**src/rtl/aprt_pkg.sv**
```systemverilog
package aprt_pkg;

    localparam int CTRL_W        = 4;
    localparam int ID_FIRST_WORD = 'h3F4;
    localparam int ID_WORDS      = 12;

    typedef struct packed {
        logic irq_en;
        logic ext_clk;
        logic ext_gate;
        logic run;
    } ctrl_t;

    typedef enum logic [1:0] {
        SEL_CTRL   = 2'd0,
        SEL_COUNT  = 2'd1,
        SEL_RELOAD = 2'd2,
        SEL_STATUS = 2'd3
    } reg_sel_e;

    function automatic logic [7:0] id_byte(input int unsigned k);
        logic [7:0] b;
        case (k)
            0:       b = 8'h04;
            4:       b = 8'h22;
            5:       b = 8'hB8;
            6:       b = 8'h1B;
            8:       b = 8'h0D;
            9:       b = 8'hF0;
            10:      b = 8'h05;
            11:      b = 8'hB1;
            default: b = 8'h00;
        endcase
        return b;
    endfunction

endpackage

```
**src/rtl/aprt_tick_gen.sv**
```systemverilog
module aprt_tick_gen
    import aprt_pkg::*;
#(
    parameter int SYNC_STAGES = 2
) (
    input  logic  clk,
    input  logic  rst_n,
    input  ctrl_t ctrl_i,
    input  logic  ext_in,
    output logic  tick_o
);

    typedef struct packed {
        logic [SYNC_STAGES-1:0] sync;
        logic                   prev;
    } tg_state_t;

    tg_state_t st_d, st_q;
    logic      level;
    logic      rise;

    assign level = st_q.sync[SYNC_STAGES-1];
    assign rise  = level && !st_q.prev;

    always_comb begin
        st_d      = st_q;
        st_d.sync = {st_q.sync[SYNC_STAGES-2:0], ext_in};
        st_d.prev = level;
        tick_o    = ctrl_i.run
                    && (!ctrl_i.ext_gate || level)
                    && (!ctrl_i.ext_clk  || rise);
    end

    always_ff @(posedge clk or negedge rst_n) begin
        if (!rst_n) st_q <= '0;
        else        st_q <= st_d;
    end

    AST_EDGE_SINGLE_TICK: assert property (@(posedge clk) disable iff (!rst_n)
        (tick_o && ctrl_i.ext_clk) |=> !(tick_o && ctrl_i.ext_clk));

endmodule

```
**src/rtl/aprt_counter.sv**
```systemverilog
module aprt_counter #(
    parameter int DATA_W = 32
) (
    input  logic              clk,
    input  logic              rst_n,
    input  logic              tick_i,
    input  logic              irq_en_i,
    input  logic              wr_count_i,
    input  logic              wr_reload_i,
    input  logic              clr_flag_i,
    input  logic [DATA_W-1:0] wdata_i,
    output logic [DATA_W-1:0] count_o,
    output logic [DATA_W-1:0] reload_o,
    output logic              flag_o
);

    localparam logic [DATA_W-1:0] ONE = DATA_W'(1);

    typedef struct packed {
        logic [DATA_W-1:0] count;
        logic [DATA_W-1:0] reload;
        logic              flag;
    } cnt_state_t;

    cnt_state_t st_d, st_q;
    logic       terminal;
    logic       wr_any;

    assign wr_any = wr_count_i || wr_reload_i;

    always_comb begin
        st_d     = st_q;
        terminal = 1'b0;
        if (wr_reload_i) begin
            st_d.reload = wdata_i;
            st_d.count  = wdata_i;
        end else if (wr_count_i) begin
            st_d.count = wdata_i;
        end else if (tick_i) begin
            if (st_q.count == '0) begin
                st_d.count = st_q.reload;
            end else begin
                st_d.count = st_q.count - ONE;
                terminal   = (st_q.count == ONE);
            end
        end
        if (terminal && irq_en_i)
            st_d.flag = 1'b1;
        else if (clr_flag_i)
            st_d.flag = 1'b0;
    end

    always_ff @(posedge clk or negedge rst_n) begin
        if (!rst_n) st_q <= '0;
        else        st_q <= st_d;
    end

    assign count_o  = st_q.count;
    assign reload_o = st_q.reload;
    assign flag_o   = st_q.flag;

    AST_STEP_DOWN: assert property (@(posedge clk) disable iff (!rst_n)
        (tick_i && !wr_any && st_q.count != '0) |=> st_q.count == $past(st_q.count) - ONE);
    AST_IDLE_HOLD: assert property (@(posedge clk) disable iff (!rst_n)
        (!tick_i && !wr_any) |=> $stable(st_q.count));
    AST_FLAG_SOURCE: assert property (@(posedge clk) disable iff (!rst_n)
        $rose(st_q.flag) |-> ($past(st_q.count) == ONE && st_q.count == '0));
    AST_DWELL_RELOAD: assert property (@(posedge clk) disable iff (!rst_n)
        (tick_i && !wr_any && st_q.count == '0) |=> st_q.count == $past(st_q.reload));
    AST_LOAD_BOTH: assert property (@(posedge clk) disable iff (!rst_n)
        wr_reload_i |=> st_q.count == st_q.reload);

endmodule

```
**src/rtl/aprt_regs.sv**
```systemverilog
module aprt_regs
    import aprt_pkg::*;
#(
    parameter int DATA_W = 32,
    parameter int ADDR_W = 12
) (
    input  logic              clk,
    input  logic              rst_n,
    input  logic              psel,
    input  logic              penable,
    input  logic              pwrite,
    input  logic [ADDR_W-1:0] paddr,
    input  logic [DATA_W-1:0] pwdata,
    input  logic [DATA_W-1:0] count_i,
    input  logic [DATA_W-1:0] reload_i,
    input  logic              flag_i,
    output ctrl_t             ctrl_o,
    output logic              wr_count_o,
    output logic              wr_reload_o,
    output logic              clr_flag_o,
    output logic [DATA_W-1:0] prdata
);

    localparam int WIDX_W = ADDR_W - 2;

    typedef struct packed {
        ctrl_t ctrl;
    } reg_state_t;

    reg_state_t        st_d, st_q;
    logic [WIDX_W-1:0] widx;
    logic              wr_acc;
    logic              low_word;
    reg_sel_e          sel;
    int unsigned       id_k;
    logic              unused_addr_lsb;

    assign widx            = paddr[ADDR_W-1:2];
    assign unused_addr_lsb = ^paddr[1:0];
    assign wr_acc          = psel && penable && pwrite;
    assign low_word        = (widx >> 2) == '0;
    assign sel             = reg_sel_e'(widx[1:0]);
    assign id_k            = int'(widx) - ID_FIRST_WORD;

    always_comb begin
        st_d        = st_q;
        wr_count_o  = 1'b0;
        wr_reload_o = 1'b0;
        clr_flag_o  = 1'b0;
        if (wr_acc && low_word) begin
            case (sel)
                SEL_CTRL:   st_d.ctrl   = ctrl_t'(pwdata[CTRL_W-1:0]);
                SEL_COUNT:  wr_count_o  = 1'b1;
                SEL_RELOAD: wr_reload_o = 1'b1;
                SEL_STATUS: clr_flag_o  = pwdata[0];
                default:    ;
            endcase
        end
    end

    always_comb begin
        prdata = '0;
        if (low_word) begin
            case (sel)
                SEL_CTRL:   prdata = {{(DATA_W-CTRL_W){1'b0}}, st_q.ctrl};
                SEL_COUNT:  prdata = count_i;
                SEL_RELOAD: prdata = reload_i;
                SEL_STATUS: prdata = {{(DATA_W-1){1'b0}}, flag_i};
                default:    prdata = '0;
            endcase
        end else if (int'(widx) >= ID_FIRST_WORD && int'(widx) < ID_FIRST_WORD + ID_WORDS) begin
            prdata = {{(DATA_W-8){1'b0}}, id_byte(id_k)};
        end
    end

    always_ff @(posedge clk or negedge rst_n) begin
        if (!rst_n) st_q <= '0;
        else        st_q <= st_d;
    end

    assign ctrl_o = st_q.ctrl;

    AST_CTRL_ONLY_BY_WRITE: assert property (@(posedge clk) disable iff (!rst_n)
        !$stable(st_q.ctrl) |-> $past(wr_acc && widx == '0));
    AST_SETUP_NO_EFFECT: assert property (@(posedge clk) disable iff (!rst_n)
        (psel && !penable) |=> $stable(st_q.ctrl));

endmodule

```
**src/rtl/apb_reload_timer.sv**
```systemverilog
module apb_reload_timer
    import aprt_pkg::*;
#(
    parameter int DATA_W      = 32,
    parameter int ADDR_W      = 12,
    parameter int SYNC_STAGES = 2
) (
    input  logic              pclk,
    input  logic              presetn,
    input  logic              psel,
    input  logic              penable,
    input  logic              pwrite,
    input  logic [ADDR_W-1:0] paddr,
    input  logic [DATA_W-1:0] pwdata,
    output logic [DATA_W-1:0] prdata,
    output logic              pready,
    output logic              pslverr,
    input  logic              ext_in,
    output logic              irq_o
);

    ctrl_t             ctrl;
    logic              tick;
    logic              wr_count;
    logic              wr_reload;
    logic              clr_flag;
    logic [DATA_W-1:0] count;
    logic [DATA_W-1:0] reload;
    logic              flag;

    aprt_regs #(.DATA_W(DATA_W), .ADDR_W(ADDR_W)) u_regs (
        .clk(pclk), .rst_n(presetn),
        .psel(psel), .penable(penable), .pwrite(pwrite),
        .paddr(paddr), .pwdata(pwdata),
        .count_i(count), .reload_i(reload), .flag_i(flag),
        .ctrl_o(ctrl), .wr_count_o(wr_count), .wr_reload_o(wr_reload),
        .clr_flag_o(clr_flag), .prdata(prdata)
    );

    aprt_tick_gen #(.SYNC_STAGES(SYNC_STAGES)) u_tick (
        .clk(pclk), .rst_n(presetn), .ctrl_i(ctrl), .ext_in(ext_in), .tick_o(tick)
    );

    aprt_counter #(.DATA_W(DATA_W)) u_cnt (
        .clk(pclk), .rst_n(presetn), .tick_i(tick), .irq_en_i(ctrl.irq_en),
        .wr_count_i(wr_count), .wr_reload_i(wr_reload), .clr_flag_i(clr_flag),
        .wdata_i(pwdata), .count_o(count), .reload_o(reload), .flag_o(flag)
    );

    assign pready  = 1'b1;
    assign pslverr = 1'b0;
    assign irq_o   = flag;

    AST_IRQ_W1C: assert property (@(posedge pclk) disable iff (!presetn)
        (clr_flag && !tick) |=> !irq_o);

endmodule

```
**config.mk**
```make
export PLATFORM = sky130hd
export DESIGN_NAME = apb_reload_timer
export DESIGN_NICKNAME = d
export VERILOG_FILES = /design/src/rtl/aprt_pkg.sv /design/src/rtl/aprt_tick_gen.sv /design/src/rtl/aprt_counter.sv /design/src/rtl/aprt_regs.sv /design/src/rtl/apb_reload_timer.sv
export SDC_FILE = /design/constraint.sdc
export NUM_CORES = 1
export LEC_CHECK = 0
export ABC_AREA = 1
export ABC_CLOCK_PERIOD_IN_PS = 1900
export BUFFER_PORTS_ARGS = -buffer_cell sky130_fd_sc_hd__clkbuf_2
export CAP_MARGIN = 10
export CORE_AREA = 5 5 116 118
export CTS_BUF_LIST = sky130_fd_sc_hd__clkbuf_4
export CTS_CLUSTER_DIAMETER = 60
export DETAILED_ROUTE_END_ITERATION = 16
export DIE_AREA = 0 0 121 123
export GPL_ROUTABILITY_DRIVEN = 1
export PLACE_DENSITY = 0.67
export SYNTH_ARGS = -nofsm -noshare
export SYNTH_HDL_FRONTEND = slang
export SYNTH_HIERARCHICAL = 1
export SYNTH_SLANG_ARGS = --single-unit
```
**constraint.sdc**
```tcl
create_clock -name pclk -period 1.9 [get_ports pclk]
set_clock_uncertainty 0.15 [all_clocks]
set_input_delay 0 -clock pclk [delete_from_list [all_inputs] [get_ports pclk]]
set_output_delay 0 -clock pclk [all_outputs]
set_load 0.005 [all_outputs]
```
Word level (Yosys, flattened, before mapping). Memories as Yosys holds them, arrays and structs flattened. Cells that the tools add are included.

Output and inout port bits: 35. Word-level logic and storage cells: 56. Flip-flop bits (word level): 72. Bits of input ports: 50. Memories kept: 1. Bits in read-only memories: 128.

Equal/unequal tests: 4. $lt $le $gt $ge: 1. Multiplexer cells: 20. Add/subtract/negate cells: 2. Reduce and logical (&&, ||, !) cells: 19.

Memories: (no name shown) (depth 16, bits a word 8, rd ports 1, clocked after Yosys merged registers in 0, wr ports 0, RTL line aprt_pkg.sv:23) `case (k)`.

Operators with widths (count): $mux 32 (5); $pmux 32 s4 (1); $eq 32x1->1 const B (1); $logic_not 32->1 (1); $sub 32x1->32 const B (1); $logic_not 28->1 (1); $mux 8 (2); $mux 1 (12); $sub 10x10->11 const B (1); $ge 10x10->1 const B (1); $logic_not 10->1 (1); $logic_and 1x1->1 (7); $eq 2x2->1 const B (2); $logic_not 1->1 (3); $reduce_bool 3->1 (1); $eq 2x1->1 const B (1); $logic_not 2->1 (1); $logic_or 1x1->1 (2); $reduce_and 2->1 (1); $reduce_bool 2->1 (1).

Logic depth before layout (Yosys ltp).
Depth in word-level cells: 9. Gate-level depth with buffers: 14.

By module. The synthesis kept the hierarchy.

Modules (own cells, without submodules): aprt_counter (cells an instance 610, area each 4120.2 um^2, instances 1); aprt_regs (cells an instance 207, area each 1137.3 um^2, instances 1); aprt_tick_gen (cells an instance 10, area each 102.6 um^2, instances 1); apb_reload_timer (cells an instance 4, area each 22.5 um^2, instances 1).

Worst setup path after synthesis. OpenSTA, ideal clock, no wires.

Path kind: input to register. Start point: input port paddr[4]. End point: register u_cnt.st_q, in the netlist u_cnt/reload_o[13]. Slack: -207 ps. Arrival time: 1832 ps. Library setup time: 125 ps. Stages: 10. Required time: 1625 ps. Cell sequence: clkbuf_2 -> inv_1 -> ha_1 -> nand2_1 -> nor2_4 -> nand2_1 -> nor2_1 -> clkbuf_1 -> clkbuf_1 -> mux2_2.

Longest elaborated chain between the ends: 3.

RTL lines: from (decl) (RTL line apb_reload_timer.sv:13) `input logic [ADDR_W-1:0] paddr,`; $logic_not 10->1 (RTL line aprt_regs.sv:41) `assign low_word = (widx >> 2) == '0;`; $logic_and 1x1->1 (RTL line aprt_regs.sv:50) `if (wr_acc && low_word) begin`; $mux 1 (RTL line aprt_regs.sv:50); named net wr_reload (RTL line apb_reload_timer.sv:25) `logic wr_reload;`; to (signal assigned) (RTL line aprt_counter.sv:55) `else st_q <= st_d;`; to (decl) (RTL line aprt_counter.sv:25) `cnt_state_t st_d, st_q;`.

The timed path passes the listed nets, and every way through them passes these cells. A chain may end at the register's enable or synchronous reset.

Final worst setup path.
Start point: register u_cnt.st_q, in the netlist u_cnt/count_o[0]. End point: register u_cnt.st_q, in the netlist u_cnt/count_o[12].

Longest elaborated chain between the ends: 5.

RTL lines: $sub 32x1->32 or $logic_not 32->1 (tied branches) (RTL line aprt_counter.sv:43, aprt_counter.sv:40); $mux 32 * (RTL line aprt_counter.sv:40) `if (st_q.count == '0) begin`; $mux 32 * (RTL line aprt_counter.sv:39) `end else if (tick_i) begin`; $mux 32 * (RTL line aprt_counter.sv:37) `end else if (wr_count_i) begin`; $mux 32 * (RTL line aprt_counter.sv:34) `if (wr_reload_i) begin`.

Mark *: on every way between the ends. The rest lies on a longest branch, timed or not. The select of a mux whose other input is x is not followed.

==> metrics.txt <==
# rows 41; Hold Vio Cnt, Final 0; leakage power 3.56 nW; Net Count, Synth 891; switching share of power 44.7%; max-slew violation count 0; mapped cell area 0.00538 sq mm; Worst Path Max Fanout 14; post-synthesis xor/xnor area fraction 1.63%; Worst-Skew Late Latency 0.46 ns; CTS root buf clkbuf_4; Critical Path RT 2.09 ns; FF+latch count, synth 72; largest net degree at the start of global routing 95; CTS tree built; clock period minus worst slack 1.80 ns; worst setup margin 0.104 ns; total CTS buffers 9; synth warn 6; endpoints failing setup 0; vias in the first global route 5401; main combinational cell family by area after synthesis simple AND/OR/NAND/NOR gates; Psw 0.00257 W; effective utilization at floorplan 43.5%; max-cap violation count 0; cell mode on critical path nand3_1; vias per cell 4.91; setup_tns 0 ns; Initial DRC Count 422; DRC 0; Cells after Synth 831; io pins 85; share of cells above drive strength 1 21.1%; Internal 0.00318 W; GRT overflow 0; Seq/Total Area, Yosys 33.5%; core area 0.0124 sq mm; first-pass GRT wire length 26700 um; multiplexer share of the synthesized area 0.418%; clk buf depth 2; period utilization 94.5%; HP Class in -> reg; Critical-path top delay cell dfrtp_1; Reg power frac 29.6%; CP max stage delay 0.44 ns; Synth Area in Simple Gates 33.4%; Peak VDD IR 0.384 mV; Yosys top cell by area dfrtp_1; antenna violations before repair 1; area growth from synthesis to layout 27.0%; First-pass DRT Iterations 5; fraction of the mapped netlist area in adder cells 2.32%; top-area cell type share of the netlist area 33.5%; ANT nets after route 0; H-tree levels 3; Wirelength per Cell 13.9 um; Clock Power Share 17.1%; post-DP HPWL 11700 um; complex-gate fraction of the synthesized area 16.6%; Logic pwr share 53.3%; Synth cell types 38; Synth area leaders dfrtp_1 (33%), nand2_1 (18%), o21ai_0 (9.7%); worst path cell trace inv_2 > ha_4 > nand2_2 > nor2_4 > nand2_4 > nor2_8 > buf_12 > nand2_1 > nand3_1 > nand3_1; Clock transition at path regs 0.14 ns; gpl congestion 0.959; crit path kind reg -> reg; Worst Setup End Kind register; clk sinks 72; die area 0.0149 sq mm; Pwr Density 840 mW/mm^2; top achievable clock speed 557 MHz; Layout Nets 1039; die height 123 um; Port Buffer Count 80; Data arrival, critical path 1.98 ns; die width 121 um; mean area per synthesized cell 6.48 sq um; routed via count 5677; Place WS -0.0163 ns; All-Layer GR Usage 22.4%; status complete, no violations; final wirelength 16100 um; CP Launch Type register
[critical path, delay by kind of cell (launching register included)]
kind | cells | cell delay (ns)
simple gates | 7 | 0.65
buf+inv | 2 | 0.25
fa+ha+maj | 1 | 0.16
flops | 1 | 0.44
[layout make-up]
| class | instances | area (sq um) |
|---|---|---|
| diodes | 1 | 2.50 |
| clock inverters | 7 | 62.6 |
| fillers | 1264 | 5530 |
| flip-flops and latches | 72 | 1800 |
| repair buffers | 174 | 1250 |
| inverters | 113 | 427 |
| well taps | 172 | 215 |
| multi-input cells | 609 | 3010 |
| clock buffers | 9 | 67.6 |
[synthesized netlist by cell type (all sizes together)]
master     n
clkinv     1
nor3       2
ha        10
o21ai    107
clkbuf    23
conb       2
and3       1
nand3     66
xor2      10
buf       14
mux2       2
inv      112
nor2      81
o2111ai    1
nand4      7
a21oi     44
o22ai      1
o21bai     4
or2        2
o211ai     2
dfrtp     72
nand2    267
[flip-flops by register name, summed over array words and instances (netlist names)]
name / flops
u_tick/level: 1
u_regs/ctrl_o: 4
u_cnt/flag_o: 1
u_tick/st_q: 1
u_cnt/count_o: 32
u_tick/st_d: 1
u_cnt/reload_o: 32
[layer usage]
metal | global-route usage (%) | up-vias | part of all wire, %
met1 | 31.1 | 2571 | 47
met2 | 36.2 | 168 | 46
met3 | 4.12 | 21 | 5.5
li1 | - | 2917 | -
met5 | 0 | - | 0
met4 | 5.59 | 0 | 1.5
[through the flow]
stage	total power [W]	instances	instance area (sq um)	hold WS, ns	utilization [%]
6_report	0.00575	1157	6840	0.0548	55.3
4_1_cts	0.00568	1155	6770	0.0260	54.8
5_1_grt	0.00621	1157	6840	0.0192	55.3
2_1_floorplan	0.00367	831	5410	-0.446	-
3_5_place_dp	0.00460	1099	6240	-0.0941	50.5
3_3_place_gp	0.00459	1099	6240	-0.0970	50.5
[power by group through the flow]
stage	clock [W]	sequential, W	combinational [W]
finish	0.000984	0.00170	0.00306
global route	0.00108	0.00172	0.00341
CTS	0.00101	0.00170	0.00297
detailed placement	0	0.00173	0.00288
global placement	0	0.00172	0.00287
floorplan	0	0.00172	0.00195
[cell families after synthesis]
| family | Yosys count |
|---|---|
| AOI/OAI and AO/OA | 159 |
| adders and majority gates | 10 |
| and+or+nand+nor | 426 |
| buffers and inverters | 150 |
| xor gates and xnor gates | 10 |
| muxes | 2 |
| DFF | 72 |
| other | 2 |
[placed cells by master (no fill, tap or decap), types with 2 or more instances in the layout]
cell type and instances:
buf_12 3, mux2_2 2, clkbuf_4 9, ha_1 9, xor2_1 10, conb_1 2
nor2_2 11, a21oi_2 20, clkinv_2 2, or2_2 2, o21bai_1 4, o21ai_0 104
nand2_4 3, dfrtp_1 71, nand2_2 5, nor2_4 7, nand2_1 259, a21oi_1 24
nor2_1 62, clkinv_1 3, buf_4 51, nand3_2 3, inv_1 109, nand3_1 63
dlygate4sd3_1 40, inv_2 2, clkinvlp_4 2, o211ai_1 2, nand4_1 7, clkbuf_2 79
nor3_1 2, o21ai_1 2
[repair_timing]
action,4_1_cts,5_1_grt
hold buffers,40,0
endpoints found under the hold margin,142,0
setup buffers,0,1
setup endpoints to repair,11,31
gates resized for setup,2,17
pin swaps,0,1
[final timing paths]
path                                                    from                       endpoint  slack (ns)  depth (start not counted)
max in group asynchronous                            presetn  u_cnt/count_o[19]$_DFFE_PN0P_        0.74                          4
worst max-delay path            u_cnt/count_o[0]$_DFFE_PN0P_  u_cnt/count_o[12]$_DFFE_PN0P_        0.10                         10
worst min register to register      u_tick/st_d[2]$_DFF_PN0_         u_tick/level$_DFF_PN0_        0.22                          0
worst min-delay path                                  ext_in       u_tick/st_d[2]$_DFF_PN0_        0.05                          2
worst max register to register  u_cnt/count_o[0]$_DFFE_PN0P_  u_cnt/count_o[12]$_DFFE_PN0P_        0.10                         10
min in group asynchronous                            presetn  u_cnt/count_o[22]$_DFFE_PN0P_        0.54                          4
(Power assumes the default switching activity.)
